File: config.mk
export PLATFORM = sky130hd
export DESIGN_NAME = bsq_sine_osc
export DESIGN_NICKNAME = d
export VERILOG_FILES = /design/src/rtl/bsq_pkg.sv /design/src/rtl/bsq_zero_ref.sv /design/src/rtl/bsq_integrator.sv /design/src/rtl/bsq_modulator.sv /design/src/rtl/bsq_sine_osc.sv
export SDC_FILE = /design/constraint.sdc
export NUM_CORES = 1
export LEC_CHECK = 0
export BUFFER_PORTS_ARGS = -buffer_cell sky130_fd_sc_hd__buf_2
export CAP_MARGIN = 20
export CORE_UTILIZATION = 35
export DETAILED_ROUTE_END_ITERATION = 12
export GPL_ROUTABILITY_DRIVEN = 1
export PLACE_DENSITY_LB_ADDON = 0.08
export SLEW_MARGIN = 20
export SYNTH_ARGS = -nofsm -noshare
export SYNTH_HDL_FRONTEND = slang
export SYNTH_SLANG_ARGS = --single-unit
File: constraint.sdc
create_clock -name clk -period 3.7 [get_ports clk]
set_input_delay 0.185 -clock clk [delete_from_list [all_inputs] [get_ports clk]]
set_output_delay 0.185 -clock clk [all_outputs]
set_load 0.01 [all_outputs]
File: src/rtl/bsq_pkg.sv
`timescale 1ns/1ps
package bsq_pkg;

   // Decoded quantum of one input bit compared with the zero reference.
   typedef enum logic [1:0] {
      STEP_HOLD = 2'd0,
      STEP_UP   = 2'd1,
      STEP_DOWN = 2'd2
   } step_e;

   // A bit that differs from the reference carries one extra quantum.
   function automatic step_e decode_step(input logic bit_i, input logic ref_i);
      if (bit_i && !ref_i)      return STEP_UP;
      else if (!bit_i && ref_i) return STEP_DOWN;
      else                      return STEP_HOLD;
   endfunction

   // Largest magnitude an ACC_W-bit accumulator may hold.
   function automatic int full_scale(input int width);
      return (2 ** (width - 1)) - 1;
   endfunction

endpackage

File: src/rtl/bsq_zero_ref.sv
`timescale 1ns/1ps
module bsq_zero_ref (
   input  logic clk,
   input  logic rst_n,
   input  logic tick_i,
   input  logic init_i,
   output logic ref_o
);

   logic ref_q;

   always_ff @(posedge clk or negedge rst_n) begin
      if (!rst_n)      ref_q <= 1'b0;
      else if (init_i) ref_q <= 1'b0;
      else if (tick_i) ref_q <= ~ref_q;
   end

   assign ref_o = ref_q;

   // the reference alternates on every running tick
   assert_ref_toggles_R3: assert property (@(posedge clk) disable iff (!rst_n)
      (tick_i && !init_i) |=> (ref_q != $past(ref_q)));

   // no tick, no movement
   assert_ref_hold_R2: assert property (@(posedge clk) disable iff (!rst_n)
      (!tick_i && !init_i) |=> $stable(ref_q));

endmodule

File: src/rtl/bsq_integrator.sv
`timescale 1ns/1ps
module bsq_integrator
   import bsq_pkg::*;
#(
   parameter int ACC_W  = 8,
   parameter int PRESET = 0
) (
   input  logic                    clk,
   input  logic                    rst_n,
   input  logic                    tick_i,
   input  logic                    init_i,
   input  logic                    bit_i,
   input  logic                    ref_i,
   output logic signed [ACC_W-1:0] acc_o
);

   localparam int                    LIMIT   = full_scale(ACC_W);
   localparam logic signed [ACC_W-1:0] LIM_POS = ACC_W'(LIMIT);
   localparam logic signed [ACC_W-1:0] LIM_NEG = ACC_W'(-LIMIT);
   localparam logic signed [ACC_W-1:0] ONE     = ACC_W'(1);
   localparam logic signed [ACC_W-1:0] START   = ACC_W'(PRESET);

   if (PRESET > LIMIT || PRESET < -LIMIT) begin : g_bad_preset
      $error("bsq_integrator: PRESET outside the saturating range");
   end

   step_e                    step;
   logic signed [ACC_W-1:0]  acc_q;
   logic signed [ACC_W-1:0]  acc_n;

   always_comb begin
      step  = decode_step(bit_i, ref_i);
      acc_n = acc_q;
      unique case (step)
         STEP_UP:   if (acc_q != LIM_POS) acc_n = acc_q + ONE;
         STEP_DOWN: if (acc_q != LIM_NEG) acc_n = acc_q - ONE;
         default:   acc_n = acc_q;
      endcase
   end

   always_ff @(posedge clk or negedge rst_n) begin
      if (!rst_n)      acc_q <= START;
      else if (init_i) acc_q <= START;
      else if (tick_i) acc_q <= acc_n;
   end

   assign acc_o = acc_q;

   // Sign-extended copy for overflow-free differences in the checks.
   logic signed [ACC_W:0] acc_x;
   assign acc_x = {acc_q[ACC_W-1], acc_q};

   // accumulator never leaves the symmetric range
   assert_no_overflow_R4: assert property (@(posedge clk) disable iff (!rst_n)
      (acc_q <= LIM_POS) && (acc_q >= LIM_NEG));

   // one count per tick at most
   assert_unit_step_R3: assert property (@(posedge clk) disable iff (!rst_n)
      (tick_i && !init_i) |=> ((acc_x - $past(acc_x)) <= 1) && (($past(acc_x) - acc_x) <= 1));

   // idle cycles freeze the value
   assert_idle_hold_R2: assert property (@(posedge clk) disable iff (!rst_n)
      (!tick_i && !init_i) |=> $stable(acc_q));

   // init loads the preset
   assert_preset_R1: assert property (@(posedge clk) disable iff (!rst_n)
      init_i |=> (acc_q == START));

endmodule

File: src/rtl/bsq_modulator.sv
`timescale 1ns/1ps
module bsq_modulator #(
   parameter int ACC_W = 8
) (
   input  logic                    clk,
   input  logic                    rst_n,
   input  logic                    tick_i,
   input  logic                    init_i,
   input  logic signed [ACC_W-1:0] level_i,
   output logic                    bit_o
);

   // Residue needs two extra bits: |level| + half-scale feedback < 2^(ACC_W+1).
   localparam int                  V_W  = ACC_W + 2;
   localparam logic signed [V_W-1:0] HALF = V_W'(2 ** (ACC_W - 1));

   logic signed [V_W-1:0] resid_q;
   logic signed [V_W-1:0] resid_n;
   logic signed [V_W-1:0] level_x;
   logic                  bit_q;

   assign level_x = {{2{level_i[ACC_W-1]}}, level_i};

   always_comb begin
      if (bit_q) resid_n = resid_q + level_x - HALF;
      else       resid_n = resid_q + level_x + HALF;
   end

   always_ff @(posedge clk or negedge rst_n) begin
      if (!rst_n) begin
         resid_q <= '0;
         bit_q   <= 1'b0;
      end else if (init_i) begin
         resid_q <= '0;
         bit_q   <= 1'b0;
      end else if (tick_i) begin
         resid_q <= resid_n;
         bit_q   <= ~resid_n[V_W-1];
      end
   end

   assign bit_o = bit_q;

   // a run of ones can only come from a non-negative residue
   assert_residue_sign_R6: assert property (@(posedge clk) disable iff (!rst_n)
      (tick_i && !init_i) |=> (bit_q == (resid_q >= 0)));

   // idle cycles freeze the stream
   assert_mod_hold_R2: assert property (@(posedge clk) disable iff (!rst_n)
      (!tick_i && !init_i) |=> ($stable(bit_q) && $stable(resid_q)));

endmodule

File: src/rtl/bsq_sine_osc.sv
`timescale 1ns/1ps
module bsq_sine_osc
   import bsq_pkg::*;
#(
   parameter int ACC_W = 8
) (
   input  logic                    clk,
   input  logic                    rst_n,
   input  logic                    tick_i,
   input  logic                    init_i,
   output logic                    bit_o,
   output logic signed [ACC_W-1:0] integ_a_o,
   output logic signed [ACC_W-1:0] integ_b_o
);

   localparam int                    STAGES   = 2;
   localparam int                    FULL_POS = full_scale(ACC_W);
   localparam logic signed [ACC_W-1:0] FULL_V = ACC_W'(FULL_POS);

   if (ACC_W < 3 || ACC_W > 24) begin : g_bad_width
      $error("bsq_sine_osc: ACC_W must lie in 3..24");
   end

   logic                              zref;
   logic [STAGES-1:0]                 stage_in;
   logic [STAGES-1:0]                 stage_bit;
   logic [STAGES-1:0][ACC_W-1:0]      stage_acc;

   bsq_zero_ref u_zref (
      .clk    (clk),
      .rst_n  (rst_n),
      .tick_i (tick_i),
      .init_i (init_i),
      .ref_o  (zref)
   );

   for (genvar g = 0; g < STAGES; g++) begin : g_stage
      // First stage starts at +full scale, later stages at zero.
      localparam int START = (g == 0) ? FULL_POS : 0;

      if (g == 0) begin : g_feedback
         // Inverting every bit swaps +Q and -Q: the loop's single negation.
         assign stage_in[g] = ~stage_bit[STAGES-1];
      end else begin : g_cascade
         assign stage_in[g] = stage_bit[g-1];
      end

      bsq_integrator #(
         .ACC_W  (ACC_W),
         .PRESET (START)
      ) u_integ (
         .clk    (clk),
         .rst_n  (rst_n),
         .tick_i (tick_i),
         .init_i (init_i),
         .bit_i  (stage_in[g]),
         .ref_i  (zref),
         .acc_o  (stage_acc[g])
      );

      bsq_modulator #(
         .ACC_W (ACC_W)
      ) u_mod (
         .clk     (clk),
         .rst_n   (rst_n),
         .tick_i  (tick_i),
         .init_i  (init_i),
         .level_i (stage_acc[g]),
         .bit_o   (stage_bit[g])
      );
   end

   assign bit_o     = stage_bit[STAGES-1];
   assign integ_a_o = stage_acc[0];
   assign integ_b_o = stage_acc[STAGES-1];

   // init wins over a simultaneous tick at the block's outputs
   assert_init_outputs_R1: assert property (@(posedge clk) disable iff (!rst_n)
      init_i |=> ((integ_a_o == FULL_V) && (integ_b_o == '0) && !bit_o));

   // the output stream is frozen between ticks
   assert_out_hold_R2: assert property (@(posedge clk) disable iff (!rst_n)
      (!tick_i && !init_i) |=> $stable(bit_o));

endmodule

==> results.toml, run 1 <==
[run_status]
outcome = "complete, no violations"

[cells_and_area]
syn2layout_area_growth_pct = 10.8
n_antenna_cell = 0
drive_gt1_share_pct = 14.2
final_cells = 481
nets = 412
utilization_pct = 40.2

[setup_path]
crit_required_ns = 3.88
reg2regPathDepth = 12
startpoint = "g_stage[1].u_integ.acc_o[0]"
cp_max_fo = 3
cp-endpoint = "g_stage[1].u_mod.resid_q[9]"
rrSetupSlack_ns = 0.29
crit_type = "flip-flop to flip-flop"
worstSetupEndpointType = "flip-flop"
start_kind = "flip-flop"
regToRegStartpoint = "g_stage[1].u_integ.acc_o[0]"
worstPathArrival_ns = 3.59
r2r-end = "g_stage[1].u_mod.resid_q[9]"

[sta]
setup_viol = 0
rsz0062_at_grt = "false"
skew_ns = 0.00797
min_period_ns = 3.41
max_freq_mhz = 293
maxSlewViolCount = 0
fin_tns_setup_ns = 0
finalCritPeriodShare_pct = 92.1
slew_headroom_pct = 37.7
tightest_slew_ns = 0.934
final-hold-violation-count = 0

[placed_design]
hpwl_um = 5390
place_inst = 473
gp_congestion = 0.763
numPortBuffers = 20

[yosys]
ys_seq_area_share_pct = 31.0
ys_types = 57
synth_area_leaders = "dfrtp_1 (25%), ha_1 (12%), nor2_1 (6.0%)"
yosysMostFrequentCell = "nor2_1"
syn_area_per_cell_um2 = 9.19
yosys_warnings = 0
yosys-top-cells-count = "nor2_1 (51), dfrtp_1 (32), ha_1 (30), a21oi_1 (23), xnor2_1 (18)"
syn_area_um2 = 3180
synth-async-reset-ratio_pct = 100
synth_top_cell_by_area = "dfrtp_1"
synthCells = 346
syn_nets = 386
synth_edf_count = 0
yosys.area.top_type_share_pct = 25.2
synth-seq-cells = 39
synthFlopType = "dfrtp_1"

[floorplan]
dieArea_um2 = 9470
die_w_um = 97.3
core_um2 = 8760
chipHeight_um = 97.3
initial_core_util_pct = 36.3
rows = 34
ios = 21

[drt]
vias_per_cell = 5.52
wl_per_cell_um = 15.7
drtIter0Drc = 90
ant_nets = 0
drt_first_pass_iters = 5
wl_um = 7560
vias = 2653
drcViolationCount = 0

[power]
power_density_nw_per_um2 = 657
p_int_mw = 1.29
p_leak_nw = 1.66
switchingPower_mw = 1.03
seqPwrFrac_pct = 29.0
p_sw_share_pct = 44.4
power_frac_clock_pct = 13.3
pwr-share-comb_pct = 57.8
irDropWorstVdd_uv = 204

[job]
drv_cap = 0

[clocking]
cts-resized-gates = 0
cts_htree_levels = 2
cts_tree = "built"
clock_latency_ns = 0.30
cts_buffers = 5
cts_sinks = 39
clockBufferDepth = 2
post_cts_buffers = 0
ctsRootBufferMaster = "clkbuf_8"
cts_hold_buffers = 0
clk_pin_slew_ns = 0.09

[global_routing]
grt_max_degree = 42
grt_pass1_vias = 2505
met1_usage_pct = 22.4
gr-total-overflow = 0
use_met3_pct = 3.17
busiest_layer = "met2"
grt_usage_pct = 16.7
grt_pass1_wl_um = 12800
grtUsageMet2_pct = 27.0
grt_antenna_before_repair = 0

[hold_path]
hp-class = "primary input to async pin"
## flip-flops by register name, indices dropped and copies added, names as in the netlist
name,count
g_stage.u_mod.resid_q,20
g_stage.u_integ.acc_o,16
g_stage.u_mod.bit_o,2
u_zref.ref_o,1
## layer usage
layer  vias up  routed length, µm
met4         0                156
li1       1338                  -
met1      1253               3690
met5         -                  0
met2        50               3440
met3        12                271
## power groups by stage
stage,registers [mW],clock network [mW],logic [mW]
after global routing,0.689,0.337,1.51
after detailed placement,0.681,0,1.33
after CTS,0.675,0.322,1.34
after global placement,0.681,0,1.33
after floorplan,0.660,0,1.06
final,0.670,0.307,1.34
## worst min path at each step
stage / to / slack (ns) / cells after the start
after floorplan: g_stage[0].u_integ.acc_o[7] / -0.11 / 0
after global placement: g_stage[0].u_mod.resid_q[0] / 0.40 / 1
after detailed placement: g_stage[0].u_mod.resid_q[0] / 0.41 / 1
after CTS: g_stage[0].u_mod.resid_q[0] / 0.06 / 1
after global routing: g_stage[0].u_mod.resid_q[0] / 0.1 / 1
final: g_stage[1].u_integ.acc_o[6] / 0.02 / 1
## area by class of cell
type | count | area, µm²
Tap cell | 108 | 135
Inverter | 17 | 63.8
Timing Repair Buffer | 27 | 153
Clock inverter | 3 | 20.0
Clock buffer | 5 | 68.8
Sequential cell | 39 | 985
Fill cell | 889 | 5240
Multi-Input combinational cell | 282 | 2100
## per-stage QoR
step / power (mW) / area [µm²] / setup slack [ns] / hold slack, ns
6_report: 2.31 / 3520 / 0.291 / 0.0204
5_1_grt: 2.54 / 3520 / 0.00951 / 0.0980
4_1_cts: 2.33 / 3520 / 0.270 / 0.0558
3_5_place_dp: 2.01 / 3430 / 0.238 / 0.410
3_3_place_gp: 2.01 / 3430 / 0.340 / 0.401
2_1_floorplan: 1.72 / 3180 / 0.338 / -0.111
## critical path, stage by stage, from the launching register on
cell and delay [ns]:
dfrtp_1 0.38, ha_1 0.22, fa_1 0.40, a21o_1 0.19, a211o_1 0.31, a211oi_1 0.21, o21bai_1 0.11, xor2_1 0.16
fa_1 0.42, xnor2_1 0.16, xnor2_1 0.28, nor2_1 0.07, a2111oi_0 0.38
## layout by cell type, fill, tap and decap left out, types with 8 or more instances in the layout
| master | count |
|---|---|
| o21ai_1 | 10 |
| a21oi_1 | 23 |
| ha_1 | 30 |
| buf_2 | 20 |
| nand2_1 | 8 |
| xnor2_1 | 18 |
| nor2_1 | 51 |
| xor2_1 | 9 |
| o211ai_1 | 9 |
| a211oi_1 | 13 |
| mux2i_1 | 13 |
| inv_1 | 15 |
| o21ai_0 | 11 |
| dfrtp_1 | 32 |
## kinds of logic after synthesis
| kind of cell | Yosys count | synth area share, % |
|---|---|---|
| AOI/OAI and AO/OA | 103 | 22.2 |
| xor gates and xnor gates | 27 | 7.44 |
| adders and majority gates | 36 | 15.6 |
| buffers and inverters | 25 | 3.07 |
| DFF | 39 | 31.0 |
| muxes | 14 | 4.45 |
| and+or+nand+nor | 102 | 16.3 |
No activity file was read; power rests on OpenSTA's default activity.
==> run 2, diff against run 1 <==
ABC_AREA = 1   (was not set)
TNS_END_PERCENT = 10   (was not set)
==> results.toml, run 2 <==
[run_status]
outcome = "complete, no violations"

[clocking]
ctsRootBufferMaster = "clkbuf_8"
cts_buffers = 5
cts_tree = "built"
clock_latency_ns = 0.29
cts_htree_levels = 2
cts_hold_buffers = 0
clk_pin_slew_ns = 0.09
cts-resized-gates = 0
post_cts_buffers = 0
clockBufferDepth = 2
cts_sinks = 39

[cells_and_area]
largest_register_ffs = 20
drive_gt1_share_pct = 8.35
design_area_um2 = 3760
n_antenna_cell = 0
final_common_cell = "nand2_1"
nets = 566
syn2layout_area_growth_pct = 10.1
num-fill-cells = 1018
final_cell_mix = "nand2_1 (178), inv_1 (68), nand3_1 (47)"
largest-register = "g_stage.u_mod.resid_q"

[setup_path]
crit_slowest_cell = "dfrtp_1"
max_stage_delay_ns = 0.50
reg2regPathDepth = 17
cp-endpoint = "g_stage[1].u_mod.resid_q[9]"
crit_chain = "ha_1 -> fa_1 -> a21oi_1 -> o21ai_0 -> nand4_1 -> nand2_1 -> nand2_1 -> nand2_1 -> fa_1 -> nand2_1 -> inv_1 -> nor2_1 -> nand2_1 -> nand2_1 -> nand4_1 -> nand3_1 -> nand2_1"
rrSetupSlack_ns = 0.68
r2r-end = "g_stage[1].u_mod.resid_q[9]"
crit_required_ns = 3.89
worstSetupEndpointType = "flip-flop"
cp_max_fo = 8
start_kind = "flip-flop"
worst_path_most_repeated_cell = "nand2_1"
crit_type = "flip-flop to flip-flop"
startpoint = "g_stage[1].u_integ.acc_o[0]"
regToRegStartpoint = "g_stage[1].u_integ.acc_o[0]"
worstPathArrival_ns = 3.20

[drt]
vias_per_cell = 4.79
met1Wirelength_um = 4170
top_layer = "met4"
vias = 3145
wl_per_cell_um = 12.8
drt_first_pass_iters = 4
routed-wl-met2_um = 4000
wl_um = 8380
dr_wl_met3_um = 156
ant_nets = 0
drcViolationCount = 0
drtIter0Drc = 93

[yosys]
synthCells = 503
yosysMostFrequentCell = "nand2_1"
ys_types = 26
syn_nets = 543
yosys.area.top_type_share_pct = 23.4
synthFlopType = "dfrtp_1"
syn_area_per_cell_um2 = 6.80
synth_top_cell_by_area = "dfrtp_1"
synth-seq-cells = 39
yosys_warnings = 0
synth_area_leaders = "dfrtp_1 (23%), nand2_1 (20%), ha_1 (11%)"
ys_seq_area_share_pct = 28.8
synth-async-reset-ratio_pct = 100
yosys-top-cells-count = "nand2_1 (178), inv_1 (68), nand3_1 (47), nor2_1 (35), dfrtp_1 (32)"
synth_edf_count = 0
syn_area_um2 = 3420

[global_routing]
grt_max_degree = 40
gr-total-overflow = 0
grt_usage_pct = 18.2
grt_pass1_vias = 3062
grt_antenna_before_repair = 0
grt_pass1_wl_um = 14500

[power]
power_density_nw_per_um2 = 848
power_frac_clock_pct = 10.4
switchingPower_mw = 1.60
irDropWorstVdd_uv = 236
p_int_mw = 1.59
power.total_mw = 3.19
p_leak_nw = 2.11
p_sw_share_pct = 50.3
pwr-share-comb_pct = 62.8
seqPwrFrac_pct = 26.8

[sta]
finalCritPeriodShare_pct = 81.5
setup_ws_ns = 0.684
fin_tns_setup_ns = 0
final-hold-violation-count = 0
skew_ns = 0.00934
hold_ws_ns = 0.0222
rsz0062_at_grt = "false"
min_period_ns = 3.02
maxSlewViolCount = 0
max_freq_mhz = 332
setup_viol = 0
slew_headroom_pct = 38.5
tightest_slew_ns = 0.923

[hold_path]
hp-class = "primary input to async pin"

[floorplan]
chipHeight_um = 101
ios = 21
core_um2 = 9370
die_w_um = 101
rows = 35
initial_core_util_pct = 36.5
dieArea_um2 = 10200

[placed_design]
hpwl_um = 6350
gp_congestion = 0.833
numPortBuffers = 20
pre_cts_slack_ns = 0.711
placed_area_um2 = 3660

[job]
drv_cap = 0
==> run 2: cell count changes in the layout (fill, tap and decap cells not counted), moves of 6 or more <==
cell      delta
nand2_1    +170
inv_1       +53
nand3_1     +41
nor2_1      -16
o21ai_0     +14
a211oi_1    -13
mux2i_1     -13
xnor2_1     -12
nand4_1     +11
o21ai_1     -10
o211ai_1     -9
buf_4        -6
==> run 2: worst min-delay path by stage <==
stage,start,end,slack [ns],cells after the start
6_report,rst_n,g_stage[0].u_mod.resid_q[2],0.02,1
5_1_grt,rst_n,g_stage[0].u_mod.resid_q[2],0.11,1
3_5_place_dp,rst_n,g_stage[0].u_mod.resid_q[2],0.40,1
4_1_cts,rst_n,g_stage[0].u_mod.resid_q[2],0.07,1
3_3_place_gp,rst_n,g_stage[0].u_mod.resid_q[1],0.39,1
2_1_floorplan,rst_n,g_stage[0].u_integ.acc_o[7],-0.11,0
==> run 2: power groups by stage <==
stage | Combinational [mW] | Clock (mW) | Sequential (mW)
after global placement | 1.99 | 0 | 0.866
after global routing | 2.36 | 0.360 | 0.890
after CTS | 2.01 | 0.345 | 0.865
after floorplan | 1.56 | 0 | 0.820
after detailed placement | 2.00 | 0 | 0.870
final | 2.00 | 0.331 | 0.856
==> run 2: cells by family (layout without fill, tap and decap cells) <==
kind of cell             Yosys count  in the layout  share of synthesized area [%]
buffers and inverters             76            100                           8.53
flip-flops                        39             39                           28.8
AO/OA/AOI/OAI                     58             58                           9.66
AND/OR/NAND/NOR                  280            280                           34.9
XOR/XNOR                          14             14                           3.59
adder cells (fa/ha/maj)           36             36                           14.5
==> run 2: layout make-up <==
type | count | area, µm² | area share (%)
well taps | 129 | 161 | 4.29
clock buffers | 8 | 100 | 2.66
flip-flops and latches | 39 | 985 | 26.2
inverters | 71 | 267 | 7.08
repair buffers | 21 | 108 | 2.86
multi-input cells | 388 | 2140 | 56.9
==> run 2: routing by layer <==
metal	track usage (%)	vias up
li1	-	1664
met1	23.0	1443
met2	33.1	34
met3	2.29	4
met4	4.24	0
met5	0	-
==> run 2: critical path: cells and delay by family, from the launching register on <==
family / cells / cell delay, ns
adder cells (fa/ha/maj): 3 / 1.15
AND/OR/NAND/NOR: 11 / 0.90
flip-flops: 1 / 0.50
AO/OA/AOI/OAI: 2 / 0.31
buffers and inverters: 1 / 0.04
==> run 2: metrics by stage <==
step / std cells / utilization (%)
after floorplan: 503 / -
after global placement: 648 / 39.1
after detailed placement: 648 / 39.1
after CTS: 656 / 40.1
after global routing: 656 / 40.1
final: 656 / 40.1
